**config.mk**
```make
export PLATFORM = sky130hd
export DESIGN_NAME = dpot_wiper_core
export DESIGN_NICKNAME = d
export VERILOG_FILES = /design/src/rtl/dpot_pkg.sv /design/src/rtl/dpot_rst_sync.sv /design/src/rtl/dpot_regs.sv /design/src/rtl/dpot_tap_decoder.sv /design/src/rtl/dpot_mbb_seq.sv /design/src/rtl/dpot_wiper_core.sv
export SDC_FILE = /design/constraint.sdc
export NUM_CORES = 1
export LEC_CHECK = 0
export ABC_AREA = 1
export BUFFER_PORTS_ARGS = -buffer_cell sky130_fd_sc_hd__buf_2
export CAP_MARGIN = 40
export CORE_MARGIN = 4
export CORE_UTILIZATION = 30
export DETAILED_ROUTE_END_ITERATION = 12
export MAX_ROUTING_LAYER = met4
export RECOVER_POWER = 25
export SKIP_LAST_GASP = 1
export SLEW_MARGIN = 10
export SYNTH_ARGS = -nofsm -noshare
export SYNTH_HDL_FRONTEND = slang
export SYNTH_HIERARCHICAL = 1
export SYNTH_SLANG_ARGS = --single-unit
export TNS_END_PERCENT = 10
```
**constraint.sdc**
```tcl
create_clock -name clk -period 1.7 [get_ports clk]
set_input_delay 0.17 -clock clk [delete_from_list [all_inputs] [get_ports clk]]
set_output_delay 0.17 -clock clk [all_outputs]
set_load 0.1 [all_outputs]
```
**src/rtl/dpot_pkg.sv**
```systemverilog
package dpot_pkg;

  typedef enum logic [1:0] {
    SEL_NONE  = 2'd0,
    SEL_WIPER = 2'd1,
    SEL_CTRL  = 2'd2
  } reg_sel_e;

endpackage

```
**src/rtl/dpot_rst_sync.sv**
```systemverilog
module dpot_rst_sync (
  input  logic clk,
  input  logic rst_n,
  output logic rst_sync_n
);

  logic [1:0] sync_q;

  always_ff @(posedge clk or negedge rst_n) begin
    if (!rst_n) sync_q <= 2'b00;
    else        sync_q <= {sync_q[0], 1'b1};
  end

  assign rst_sync_n = sync_q[1];

endmodule

```
**src/rtl/dpot_regs.sv**
```systemverilog
module dpot_regs
  import dpot_pkg::*;
#(
  parameter int TAP_W      = 8,
  parameter int ADDR_W     = 8,
  parameter int DATA_W     = 8,
  parameter int WIPER_ADDR = 0,
  parameter int CTRL_ADDR  = 16,
  parameter int RUN_BIT    = 6
) (
  input  logic              clk,
  input  logic              rst_n,
  input  logic              wr,
  input  logic [ADDR_W-1:0] addr,
  input  logic [DATA_W-1:0] wdata,
  input  logic              glitch,
  output logic [TAP_W-1:0]  wiper_q,
  output logic              run_q,
  output logic [DATA_W-1:0] rdata
);

  localparam logic [TAP_W-1:0] MID_CODE = TAP_W'(1) << (TAP_W - 1);

  reg_sel_e         sel;
  logic [TAP_W-1:0] wiper_d;
  logic             run_d;
  logic             wiper_ce;
  logic             run_ce;

  always_comb begin
    if (addr == ADDR_W'(WIPER_ADDR))     sel = SEL_WIPER;
    else if (addr == ADDR_W'(CTRL_ADDR)) sel = SEL_CTRL;
    else                                 sel = SEL_NONE;
  end

  always_comb begin
    wiper_d  = wiper_q;
    wiper_ce = 1'b0;
    if (wr && sel == SEL_WIPER) begin
      wiper_d  = wdata[TAP_W-1:0];
      wiper_ce = 1'b1;
    end
    if (glitch && !run_q) begin
      wiper_d  = MID_CODE;
      wiper_ce = 1'b1;
    end
  end

  always_comb begin
    run_ce = wr && (sel == SEL_CTRL);
    run_d  = wdata[RUN_BIT];
  end

  always_ff @(posedge clk or negedge rst_n) begin
    if (!rst_n) begin
      wiper_q <= MID_CODE;
      run_q   <= 1'b1;
    end else begin
      if (wiper_ce) wiper_q <= wiper_d;
      if (run_ce)   run_q   <= run_d;
    end
  end

  always_comb begin
    rdata = '0;
    case (sel)
      SEL_WIPER: rdata[TAP_W-1:0] = wiper_q;
      SEL_CTRL:  rdata[RUN_BIT]   = run_q;
      default:   rdata = '0;
    endcase
  end

endmodule

```
**src/rtl/dpot_tap_decoder.sv**
```systemverilog
module dpot_tap_decoder #(
  parameter int TAP_W = 8,
  localparam int NTAP = 1 << TAP_W
) (
  input  logic [TAP_W-1:0] code,
  output logic [NTAP-1:0]  onehot
);

  for (genvar k = 0; k < NTAP; k++) begin : g_tap
    assign onehot[k] = (code == TAP_W'(k));
  end

endmodule

```
**src/rtl/dpot_mbb_seq.sv**
```systemverilog
module dpot_mbb_seq #(
  parameter int TAP_W = 8,
  localparam int NTAP = 1 << TAP_W
) (
  input  logic             clk,
  input  logic             rst_n,
  input  logic [TAP_W-1:0] wiper,
  input  logic             run,
  output logic [NTAP-1:0]  tap_en,
  output logic             shut_path_en,
  output logic             high_term_en
);

  localparam logic [TAP_W-1:0] MID_CODE = TAP_W'(1) << (TAP_W - 1);

  logic [TAP_W-1:0] held_q;
  logic [TAP_W-1:0] held_d;
  logic             held_ce;
  logic [NTAP-1:0]  new_oh;
  logic [NTAP-1:0]  old_oh;

  always_comb begin
    held_ce = (held_q != wiper);
    held_d  = wiper;
  end

  always_ff @(posedge clk or negedge rst_n) begin
    if (!rst_n)       held_q <= MID_CODE;
    else if (held_ce) held_q <= held_d;
  end

  dpot_tap_decoder #(.TAP_W(TAP_W)) u_dec_new (.code(wiper),  .onehot(new_oh));
  dpot_tap_decoder #(.TAP_W(TAP_W)) u_dec_old (.code(held_q), .onehot(old_oh));

  always_comb begin
    tap_en       = run ? (new_oh | old_oh) : '0;
    shut_path_en = !run;
    high_term_en = run;
  end

endmodule

```
**src/rtl/dpot_wiper_core.sv**
```systemverilog
module dpot_wiper_core #(
  parameter int TAP_W      = 8,
  parameter int ADDR_W     = 8,
  parameter int DATA_W     = 8,
  parameter int WIPER_ADDR = 0,
  parameter int CTRL_ADDR  = 16,
  parameter int RUN_BIT    = 6,
  localparam int NTAP      = 1 << TAP_W
) (
  input  logic              clk,
  input  logic              rst_n,
  input  logic              pwr_glitch,
  input  logic              bus_wr,
  input  logic [ADDR_W-1:0] bus_addr,
  input  logic [DATA_W-1:0] bus_wdata,
  output logic [DATA_W-1:0] bus_rdata,
  output logic [NTAP-1:0]   tap_en,
  output logic              shut_path_en,
  output logic              high_term_en
);

  logic             rst_sync_n;
  logic [TAP_W-1:0] wiper_q;
  logic             run_q;

  dpot_rst_sync u_rst (
    .clk        (clk),
    .rst_n      (rst_n),
    .rst_sync_n (rst_sync_n)
  );

  dpot_regs #(
    .TAP_W(TAP_W), .ADDR_W(ADDR_W), .DATA_W(DATA_W),
    .WIPER_ADDR(WIPER_ADDR), .CTRL_ADDR(CTRL_ADDR), .RUN_BIT(RUN_BIT)
  ) u_regs (
    .clk     (clk),
    .rst_n   (rst_sync_n),
    .wr      (bus_wr),
    .addr    (bus_addr),
    .wdata   (bus_wdata),
    .glitch  (pwr_glitch),
    .wiper_q (wiper_q),
    .run_q   (run_q),
    .rdata   (bus_rdata)
  );

  dpot_mbb_seq #(.TAP_W(TAP_W)) u_mbb (
    .clk          (clk),
    .rst_n        (rst_sync_n),
    .wiper        (wiper_q),
    .run          (run_q),
    .tap_en       (tap_en),
    .shut_path_en (shut_path_en),
    .high_term_en (high_term_en)
  );

endmodule

```
Yosys cells after proc, flatten, opt, wreduce, memory -nomap -nowiden. Index checks and enable logic that the tools add are counted.

Register bits: 19. Logic and storage cells: 538. Input bits: 20.

Eq/ne operators: 514. Bitwise gates (word level): 1. Muxes and demuxes: 10. Reduce and logical (&&, ||, !) cells: 9.

Operators by type and width (count): == test 8 bit (second input constant) (256); == test 8 x 7 -> 1 bit (second input constant) (128); == test 8 x 6 -> 1 bit (second input constant) (64); == test 8 x 5 -> 1 bit (second input constant) (33); two-way mux 256 bit (1); OR 256 bit (1); == test 8 x 4 -> 1 bit (second input constant) (16); == test 8 x 3 -> 1 bit (second input constant) (8); == test 8 x 2 -> 1 bit (second input constant) (4); zero test 8 bit (3); == test 8 x 1 -> 1 bit (second input constant) (2); two-way mux 8 bit (2); inequality test 8 bit (1); two-way mux 6 bit (1); two-way mux 2 bit (2); logical AND 1 bit (3); two-way mux 1 bit (3); == test 2 x 1 -> 1 bit (second input constant) (1); == test 2 bit (second input constant) (1); case mux 1 bit (2 select lines) (1); AND reduction 2 bit (1); nonzero test 2 bit (1); zero test 1 bit (1).

Logic depth before layout (Yosys ltp). Gate-level depths: netlist of run 1.

Depth in word-level cells: 8. Gate-level depth with buffers: 7.

By module. Netlist of run 1, hierarchy kept.

Modules (own cells, without submodules): dpot_tap_decoder (cells each 348, area each 1366.3 um^2, times used 2, seq. area each 0.0 um^2); dpot_mbb_seq (cells each 558, area each 2467.4 um^2, times used 1, seq. area each 201.4 um^2); dpot_regs (cells each 72, area each 540.5 um^2, times used 1, seq. area each 227.7 um^2); dpot_rst_sync (cells each 3, area each 53.8 um^2, times used 1, seq. area each 50.0 um^2).

Least setup slack after synthesis of run 1. No wires, ideal clock.

Path type: reg2out. Start: reg u_regs.wiper_q[7]. End: out tap_en[128]. Slack: -0.959 ns. Data arrival time: 2.489 ns. Stages on the path, launching flop included: 8. Path buffers: 1. Data required time: 1.530 ns. Path through: dfstp_2 > inv_1 > nor2_1 > nand2_1 > buf_2 > nor2_1 > nor2_1 > nor2_1.

Cells in the longest elaborated chain, start to end: 3.

Ends and longest elaborated chain: start, declared (line dpot_regs.sv:17) `output logic [TAP_W-1:0] wiper_q,`; start signal, assigned (line dpot_regs.sv:59) `if (wiper_ce) wiper_q <= wiper_d;`; == test 8 bit (line dpot_tap_decoder.sv:10) `assign onehot[k] = (code == TAP_W'(k));`; via u_mbb.new_oh[128] (line dpot_mbb_seq.sv:19) `logic [NTAP-1:0] new_oh;`; OR 256 bit (line dpot_mbb_seq.sv:36) `tap_en = run ? (new_oh | old_oh) : '0;`; two-way mux 256 bit (line dpot_mbb_seq.sv:36); end, declared (line dpot_wiper_core.sv:17) `output logic [NTAP-1:0] tap_en,`.

The timed path passes the listed nets, and every way through them passes these cells.

Worst setup path after layout of run 1.
Start: reg u_regs.wiper_q[7]. End: out tap_en[182].

Same word-level chain as after synthesis.

==> flow_summary.json, run 1 <==
{
  "drcViolationCount": 0,
  "first_iter_violations": 734,
  "min-delay-path-class": "in -> reg",
  "port_buffers": 285,
  "switching_share": 0.3784,
  "fin_tns_setup_ns": -56.61,
  "synth_area_um2": 5794,
  "end_kind": "output pin",
  "start_kind": "flop",
  "cap_violations": 0,
  "overflow": 0,
  "rsz0062_at_grt": "yes",
  "grt_use_met2": 0.5243,
  "synthAdderAreaFrac": 0,
  "internal_power_mw": 0.9232,
  "final_common_cell": "nor2_1",
  "viasPerCell": 4.999,
  "cts_buffer_depth": 2,
  "core-area_um2": 18830,
  "avgSynthCellArea_um2": 4.360,
  "clockRootBuffer": "clkbuf_16",
  "fp.dieW_um": 147.0,
  "p_leak_nw": 4.351,
  "reg2reg_slack_ns": 0.40,
  "synth_compound_area_frac": 0,
  "fin_worst_skew_ns": 0.001823,
  "cp-endpoint": "tap_en[182]",
  "row_count": 50,
  "synth_top_family_by_area": "simple AND/OR/NAND/NOR gates",
  "crit_start": "u_regs/wiper_q[7]$_DFFE_PN1P_",
  "detail_route.wl_per_cell_um": 17.77,
  "synth.distinct_cells": 18,
  "path_clk_slew_ns": 0.06,
  "worst_slack_ns": -0.3023,
  "drv_slew": 0,
  "grt_pass1_wl_um": 52590,
  "area_growth_syn_to_layout_pct": 139.8,
  "synthMuxAreaShare": 0,
  "ioPinCount": 286,
  "ys_ff_latch": 19,
  "yosys_warnings": 6,
  "htreeDepth": 1,
  "min_from": "bus_wdata[6]",
  "start_util": 0.3077,
  "crit_type": "reg -> out",
  "p_comb_frac": 0.338,
  "antenna_found_initial": 0,
  "outcome": "finished with violations",
  "min_period_ns": 2.002,
  "peakVddDrop_mv": 0.2631,
  "violations": "negative setup slack",
  "net-switching-power_mw": 0.5620,
  "critPathRequiredTime_ns": 1.53,
  "fillers": 1418,
  "tightest_slew_ns": 0.7791,
  "fmax_mhz": 499.4,
  "drive_above_1_share": 0.4619,
  "gp_congestion": 0.9847,
  "syn_nets": 1349,
  "grt.met3_usage": 0.05336,
  "first_pass_iters": 5,
  "critPathMaxFanout": 16,
  "finalHoldViolCount": 0,
  "dp_hpwl_um": 25790,
  "clkLatencyLatePin_ns": 0.25,
  "track_usage": 0.3096,
  "ff2ff_path_depth": 5,
  "antenna_cells": 0,
  "final_cell_mix": "nor2_1, buf_12, nor2_2, nor2_4, nand2_1",
  "die_y_um": 147.0,
  "p_seq_frac": 0.326,
  "power.density_nw_per_um2": 106.9,
  "synth-xor-area-share": 0,
  "dieArea_um2": 21600,
  "ant_nets": 0,
  "nNetsFinal": 1660,
  "cts_sinks": 19,
  "synthCells": 1329,
  "top_usage_layer": "met2",
  "p_clk_frac": 0.336,
  "routed_wl_um": 33750,
  "vias": 9493,
  "period_share": 1.178,
  "setup_viol": 256,
  "met1_usage": 0.3640,
  "whs_ns": 0.1568,
  "synth-simple-area-share": 0.7713,
  "max_slew_margin": 0.4806,
  "grt_pass1_vias": 9369,
  "worst_r2r_endpoint": "u_regs/wiper_q[7]$_DFFE_PN1P_",
  "grt_max_degree": 41,
  "crit_arrival_ns": 1.83,
  "seq_area_frac_synth": 0.08270,
  "cts-buffers-inserted": 3,
  "cts_tree": "built",
  "r2r_start": "u_regs/run_q$_DFFE_PN1P_"
}
kinds of logic after synthesis:
| group | after synthesis |
|---|---|
| buffers and inverters | 138 |
| flip-flops | 19 |
| other | 1 |
| AND/OR/NAND/NOR | 1171 |
synthesized netlist by cell type:
library cell | instances | share of area
buf_6 | 26 | 0.051
nand2_4 | 1 | 0.0019
inv_1 | 33 | 0.021
nand2_2 | 4 | 0.0043
inv_2 | 2 | 0.0013
nand4_1 | 7 | 0.0076
dfstp_2 | 3 | 0.014
clkbuf_1 | 8 | 0.0052
nand3b_1 | 1 | 0.0013
conb_1 | 1 | 0.00065
nor2_8 | 1 | 0.0035
nand2_1 | 88 | 0.057
dfrtp_1 | 16 | 0.069
buf_4 | 17 | 0.022
buf_2 | 52 | 0.045
nor2_2 | 3 | 0.0032
nand3_1 | 9 | 0.0078
nor2_1 | 1057 | 0.68
state kept, by name, summed over array words and instances (netlist names):
signal	cells
u_mbb/held_q	8
u_regs/run_q	1
u_regs/wiper_q	8
u_rst/sync_q	2
final cells by class:
class,count,area (um^2),share of cell area
inverter,35,141.4,0.01017
multi-input combinational,1172,5989,0.4310
sequential,19,491.7,0.03539
timing repair buffer,409,6869,0.4943
clock buffer,4,78.83,0.005673
tap,260,325.3,0.02341
power by group through the flow:
stage	logic (mW)	clock network (mW)	registers [mW]
3_5_place_dp	0.476	0	0.492
4_1_cts	0.493	0.501	0.484
6_report	0.502	0.499	0.484
5_1_grt	0.530	0.531	0.486
3_3_place_gp	0.469	0	0.491
2_1_floorplan	0.356	0	0.486
critical path, cell delays in order, from the launching register on:
cell and delay, ns:
dfstp_2 0.57, inv_1 0.08, nor2_4 0.14, nand2_1 0.11
buf_12 0.17, nor2_1 0.14, nor2_1 0.06, nor2_2 0.12
buf_12 0.19
layer usage:
metal,share of wire,vias up
met5,0,-
met4,0.046,0
met3,0.078,89
met2,0.49,467
met1,0.38,4410
li1,-,4527
worst min-delay path by stage:
stage / endpoint / slack (ns) / cells after the start
after floorplan: u_rst/sync_q[0]$_DFF_PN0_ / -0.13 / 0
after global placement: u_rst/sync_q[0]$_DFF_PN0_ / -0.04 / 1
after detailed placement: u_rst/sync_q[1]$_DFF_PN0_ / -0.04 / 1
after CTS: u_regs/run_q$_DFFE_PN1P_ / 0.15 / 3
after global routing: u_regs/run_q$_DFFE_PN1P_ / 0.17 / 3
final: u_regs/run_q$_DFFE_PN1P_ / 0.16 / 3
stage by stage:
stage / setup WS [ns] / instance area, um^2 / std cells / utilization / total power [mW]
after floorplan: -0.3505 / 7066 / 1329 / - / 0.8416
after global placement: -0.1247 / 13440 / 1889 / 0.7138 / 0.9602
after detailed placement: -0.1492 / 13440 / 1889 / 0.7138 / 0.9675
after CTS: -0.2582 / 13770 / 1899 / 0.7315 / 1.478
after global routing: -0.3770 / 13900 / 1899 / 0.7379 / 1.548
final: -0.3023 / 13900 / 1899 / 0.7379 / 1.485
repair_timing:
item / 4_1_cts / 5_1_grt
gates resized for setup: 66 / 45
buffers inserted: 4 / 0
pin swaps: 8 / 7
gates cloned: 1 / 0
hold buffers: 1 / 0
endpoints found under the setup margin: 256 / 256
endpoints found under the hold margin: 2 / 0
Power figures use the tool's default switching activity.
==> run 2, diff against run 1 <==
- RECOVER_POWER: 25 -> unset
==> flow_summary.json, run 2 (synthesis results as in run 1) <==
{
  "outcome": "finished with violations",
  "violations": "negative setup slack",
  "clockRootBuffer": "clkbuf_16",
  "grt_pass1_wl_um": 52590,
  "worst_r2r_endpoint": "u_regs/wiper_q[7]$_DFFE_PN1P_",
  "first_iter_violations": 733,
  "htreeDepth": 1,
  "vias": 9472,
  "antenna_found_initial": 0,
  "critical-path-max-stage-delay_ns": 0.57,
  "final-instance-count-excl-fill": 1899,
  "critPathMaxFanout": 16,
  "first_pass_iters": 5,
  "r2r_start": "u_regs/run_q$_DFFE_PN1P_",
  "crit_path_cell_trace": "inv_1 > nor2_4 > nand2_1 > buf_12 > nor2_1 > nor2_1 > nor2_2 > buf_12",
  "worst_slack_ns": -0.3024,
  "ant_nets": 0,
  "ff2ff_path_depth": 5,
  "fp.dieW_um": 147.0,
  "hold_end": "u_regs/run_q$_DFFE_PN1P_",
  "fin_worst_skew_ns": 0.002623,
  "finalHoldViolCount": 0,
  "placed_cell_area_um2": 13440,
  "reg2reg_slack_ns": 0.39,
  "hold_depth": 3,
  "dieArea_um2": 21600,
  "track_usage": 0.3096,
  "crit_slowest_cell": "dfstp_2",
  "ioPinCount": 286,
  "start_kind": "flop",
  "reg.largest.list": "u_mbb/held_q: 8 flops, u_regs/wiper_q: 8 flops, u_rst/sync_q: 2 flops",
  "final_cell_mix": "nor2_1, buf_12, nor2_2, nor2_4, nand2_1",
  "min-delay-path-class": "in -> reg",
  "fin_area_um2": 13900,
  "rsz0062_at_grt": "yes",
  "drive_above_1_share": 0.4625,
  "cts_tree": "built",
  "detail_route.wl_per_cell_um": 17.76,
  "cts-buffers-inserted": 3,
  "whs_ns": 0.1554,
  "cts_buffer_depth": 2,
  "end_kind": "output pin",
  "crit_arrival_ns": 1.83,
  "nNetsFinal": 1660,
  "critPathRequiredTime_ns": 1.53,
  "drv_slew": 0,
  "gp_congestion": 0.9847,
  "die_y_um": 147.0,
  "cap_violations": 0,
  "routed_wl_um": 33720,
  "cts_sinks": 19,
  "final_common_cell": "nor2_1",
  "area_growth_syn_to_layout_pct": 139.8,
  "path_clk_slew_ns": 0.06,
  "overflow": 0,
  "power.density_nw_per_um2": 107.1,
  "start_util": 0.3077,
  "clkLatencyLatePin_ns": 0.25,
  "min_from": "bus_wdata[6]",
  "grt_max_degree": 41,
  "p_leak_nw": 4.354,
  "drcViolationCount": 0,
  "peakVddDrop_mv": 0.2665,
  "core-area_um2": 18830,
  "port_buffers": 285,
  "dp_cells": 1889,
  "antenna_cells": 0,
  "dp_hpwl_um": 25790,
  "fmax_mhz": 499.4,
  "min_period_ns": 2.002,
  "crit_type": "reg -> out",
  "viasPerCell": 4.988,
  "max_slew_margin": 0.4815,
  "grt_pass1_vias": 9369,
  "setup_viol": 256,
  "row_count": 50,
  "period_share": 1.178,
  "tightest_slew_ns": 0.7777
}
[run 2: worst max-delay path: cells and delay by family, from the launching register on]
kind                   cells  cell delay [ns]
buffers and inverters      3             0.44
flip-flops                 1             0.57
AND/OR/NAND/NOR            5             0.57
[run 2: layout make-up]
| cell class | count | area [um^2] |
|---|---|---|
| Timing Repair Buffer | 409 | 6870 |
| Clock buffer | 4 | 78.83 |
| Tap cell | 260 | 325.3 |
| Fill cell | 1419 | 4933 |
| Sequential cell | 19 | 491.7 |
| Multi-Input combinational cell | 1172 | 5989 |
| Inverter | 35 | 141.4 |
[run 2: through the flow]
| stage | util | setup TNS [ns] | worst slack, ns | power [mW] |
|---|---|---|---|---|
| 2_1_floorplan | - | -57.39 | -0.3505 | 0.8416 |
| 3_3_place_gp | 0.7138 | -6.913 | -0.1247 | 0.9602 |
| 3_5_place_dp | 0.7138 | -14.72 | -0.1492 | 0.9675 |
| 4_1_cts | 0.7315 | -51.26 | -0.2582 | 1.478 |
| 5_1_grt | 0.7380 | -77.62 | -0.3770 | 1.548 |
| 6_report | 0.7380 | -56.54 | -0.3024 | 1.488 |
[run 2: how the worst max path moves through the flow]
stage                                   from           end  slack, ns
2_1_floorplan                    bus_addr[3]  bus_rdata[0]      -0.35
4_1_cts        u_regs/wiper_q[5]$_DFFE_PN0P_    tap_en[54]      -0.26
3_3_place_gp   u_regs/wiper_q[4]$_DFFE_PN0P_    tap_en[25]      -0.12
5_1_grt        u_regs/wiper_q[4]$_DFFE_PN0P_    tap_en[25]      -0.38
3_5_place_dp   u_regs/wiper_q[4]$_DFFE_PN0P_    tap_en[25]      -0.15
6_report       u_regs/wiper_q[7]$_DFFE_PN1P_   tap_en[182]      -0.30
[run 2: what timing repair did]
item                       in CTS  in global routing
gates resized for setup        66                 45
hold buffers                    1                  0
setup buffers                   4                  0
pin swaps                       8                  7
hold endpoints to repair        2                  0
gates cloned                    1                  0
setup endpoints to repair     256                256
[run 2: report_power, final]
group          leakage [nW]  total, mW  internal [mW]  switching (mW)
clock network        0.0382      0.502          0.319           0.182
logic                  4.08      0.503          0.139           0.364
registers             0.234      0.484          0.465          0.0189
total                  4.35       1.49          0.924           0.565
[run 2: per-layer routing]
| layer | vias to the layer above | global-route usage | wire length [um] |
|---|---|---|---|
| li1 | 4527 | - | - |
| met1 | 4405 | 0.3640 | 12810 |
| met2 | 454 | 0.5243 | 16730 |
| met3 | 86 | 0.05336 | 2664 |
| met4 | 0 | 0.1272 | 1523 |
| met5 | - | - | 0 |
==> run 3, diff against run 2 <==
==> constraint.sdc (replaced) <==
create_clock -name clk -period 1.7 [get_ports clk]
set_input_delay 0.085 -clock clk [delete_from_list [all_inputs] [get_ports clk]]
set_output_delay 0.085 -clock clk [all_outputs]
set_load 0.1 [all_outputs]
==> flow_summary.json, run 3 (synthesis results as in run 1) <==
{
  "cts_sinks": 19,
  "critPathRequiredTime_ns": 1.62,
  "crit_type": "reg -> out",
  "violations": "negative setup slack",
  "tightest_slew_ns": 0.6882,
  "clkLatencyLatePin_ns": 0.25,
  "critical-path-max-stage-delay_ns": 0.39,
  "grt_max_degree": 34,
  "detail_route.wl_per_cell_um": 17.70,
  "drive_above_1_share": 0.4615,
  "outcome": "finished with violations",
  "fin_worst_skew_ns": 0.004039,
  "fillers": 1472,
  "final_cell_mix": "nor2_1, buf_12, nor2_2, nor2_4, nand2_1",
  "fin_tns_setup_ns": -31.70,
  "die_y_um": 147.0,
  "p_leak_nw": 4.211,
  "finalHoldViolCount": 0,
  "htreeDepth": 1,
  "start_kind": "flop",
  "final-instance-count-excl-fill": 1883,
  "worst_slack_ns": -0.2138,
  "antenna_found_initial": 0,
  "cp_top_family": "simple AND/OR/NAND/NOR gates",
  "cap_violations": 0,
  "nNetsFinal": 1644,
  "first_iter_violations": 711,
  "track_usage": 0.3019,
  "power.density_nw_per_um2": 109.6,
  "period_share": 1.126,
  "viasPerCell": 5.032,
  "grt_pass1_wl_um": 51150,
  "gp_congestion": 0.9300,
  "core-area_um2": 18830,
  "peakVddDrop_mv": 0.3891,
  "critical_path_buf_inv_count": 3,
  "crit_path_cell_trace": "buf_4 > nor2_4 > nand2_1 > buf_12 > nor2_1 > nor2_1 > nor2_2 > buf_12",
  "fp.dieW_um": 147.0,
  "max_slew_margin": 0.5412,
  "routed_wl_um": 33320,
  "dp_hpwl_um": 24480,
  "fin_area_um2": 13390,
  "reg.largest.list": "u_mbb/held_q: 8 flops, u_regs/wiper_q: 8 flops, u_rst/sync_q: 2 flops",
  "port_buffers": 285,
  "vias": 9475,
  "dieArea_um2": 21600,
  "overflow": 0,
  "dp_slack_ns": -0.01377,
  "fmax_mhz": 522.5,
  "cts_tree": "built",
  "cts_buffer_depth": 2,
  "row_count": 50,
  "rsz0062_at_grt": "yes",
  "antenna_cells": 0,
  "crit_slowest_cell": "dfstp_2",
  "min-delay-path-class": "in -> reg",
  "final_common_cell": "nor2_1",
  "ioPinCount": 286,
  "dp_cells": 1870,
  "area_growth_syn_to_layout_pct": 131.0,
  "cts-buffers-inserted": 3,
  "setup_viol": 257,
  "ant_nets": 0,
  "first_pass_iters": 5,
  "drcViolationCount": 0,
  "start_util": 0.3077,
  "min_period_ns": 1.914,
  "crit_arrival_ns": 1.83,
  "drv_slew": 0,
  "path_clk_slew_ns": 0.06,
  "end_kind": "output pin",
  "placed_cell_area_um2": 12790,
  "critPathMaxFanout": 16,
  "grt_pass1_vias": 9248,
  "clockRootBuffer": "clkbuf_16"
}
run 3: timing repair:
action | 4_1_cts | 5_1_grt
cloned | 1 | 1
pin swaps | 7 | 17
endpoints found under the hold margin | 2 | 0
buffers inserted | 4 | 2
gates resized for setup | 46 | 91
endpoints found under the setup margin | 256 | 258
hold buffers | 1 | 0
run 3: final cells by class:
class | instances | area [um^2] | share of cell area
timing repair buffer | 393 | 6538 | 0.4884
multi-input combinational | 1172 | 5808 | 0.4339
sequential | 19 | 495.5 | 0.03702
tap | 260 | 325.3 | 0.02430
inverter | 35 | 138.9 | 0.01038
clock buffer | 3 | 75.07 | 0.005609
clock inverter | 1 | 5.005 | 0.0003739
run 3: worst reg2reg max path, cell delays in order (launching register included):
cell and delay, ns:
dfstp_2 0.63, inv_1 0.07, nand2_2 0.25, nand2_1 0.09, nand2_1 0.08, nand2_1 0.08
run 3: worst paths after layout:
kind / start / endpoint / slack [ns] / cells past startpoint
min: bus_wdata[6] / u_regs/run_q$_DFFE_PN1P_ / 0.07 / 3
max: u_mbb/held_q[7]$_DFFE_PN1P_ / tap_en[73] / -0.21 / 8
min reg2reg: u_rst/sync_q[1]$_DFF_PN0_ / u_mbb/held_q[2]$_DFFE_PN0P_ / 0.28 / 0
max reg2reg: u_regs/run_q$_DFFE_PN1P_ / u_regs/wiper_q[7]$_DFFE_PN1P_ / 0.41 / 5
max in group asynchronous: u_rst/sync_q[1]$_DFF_PN0_ / u_regs/wiper_q[1]$_DFFE_PN0P_ / 0.93 / 0
min in group asynchronous: rst_n / u_rst/sync_q[1]$_DFF_PN0_ / 0.15 / 2
run 3: per-stage QoR:
stage	hold WS [ns]	power, mW	utilization
global placement	-0.1292	0.9149	0.6790
floorplan	-0.2106	0.8234	-
global route	0.09331	1.516	0.7108
finish	0.07475	1.467	0.7108
detailed placement	-0.1267	0.9221	0.6790
CTS	0.07457	1.457	0.6944
run 3: layer usage:
layer / up-vias / GRT usage / share of wire
met3: 124 / 0.04874 / 0.085
met1: 4370 / 0.3600 / 0.38
li1: 4493 / - / -
met4: 0 / 0.1244 / 0.054
met5: - / - / 0
met2: 488 / 0.5075 / 0.48
run 3: report_power, final:
group / total, mW / internal, mW / switching [mW]
clock: 0.482 / 0.315 / 0.167
combinational: 0.501 / 0.144 / 0.357
sequential: 0.485 / 0.465 / 0.0192
total: 1.47 / 0.924 / 0.543
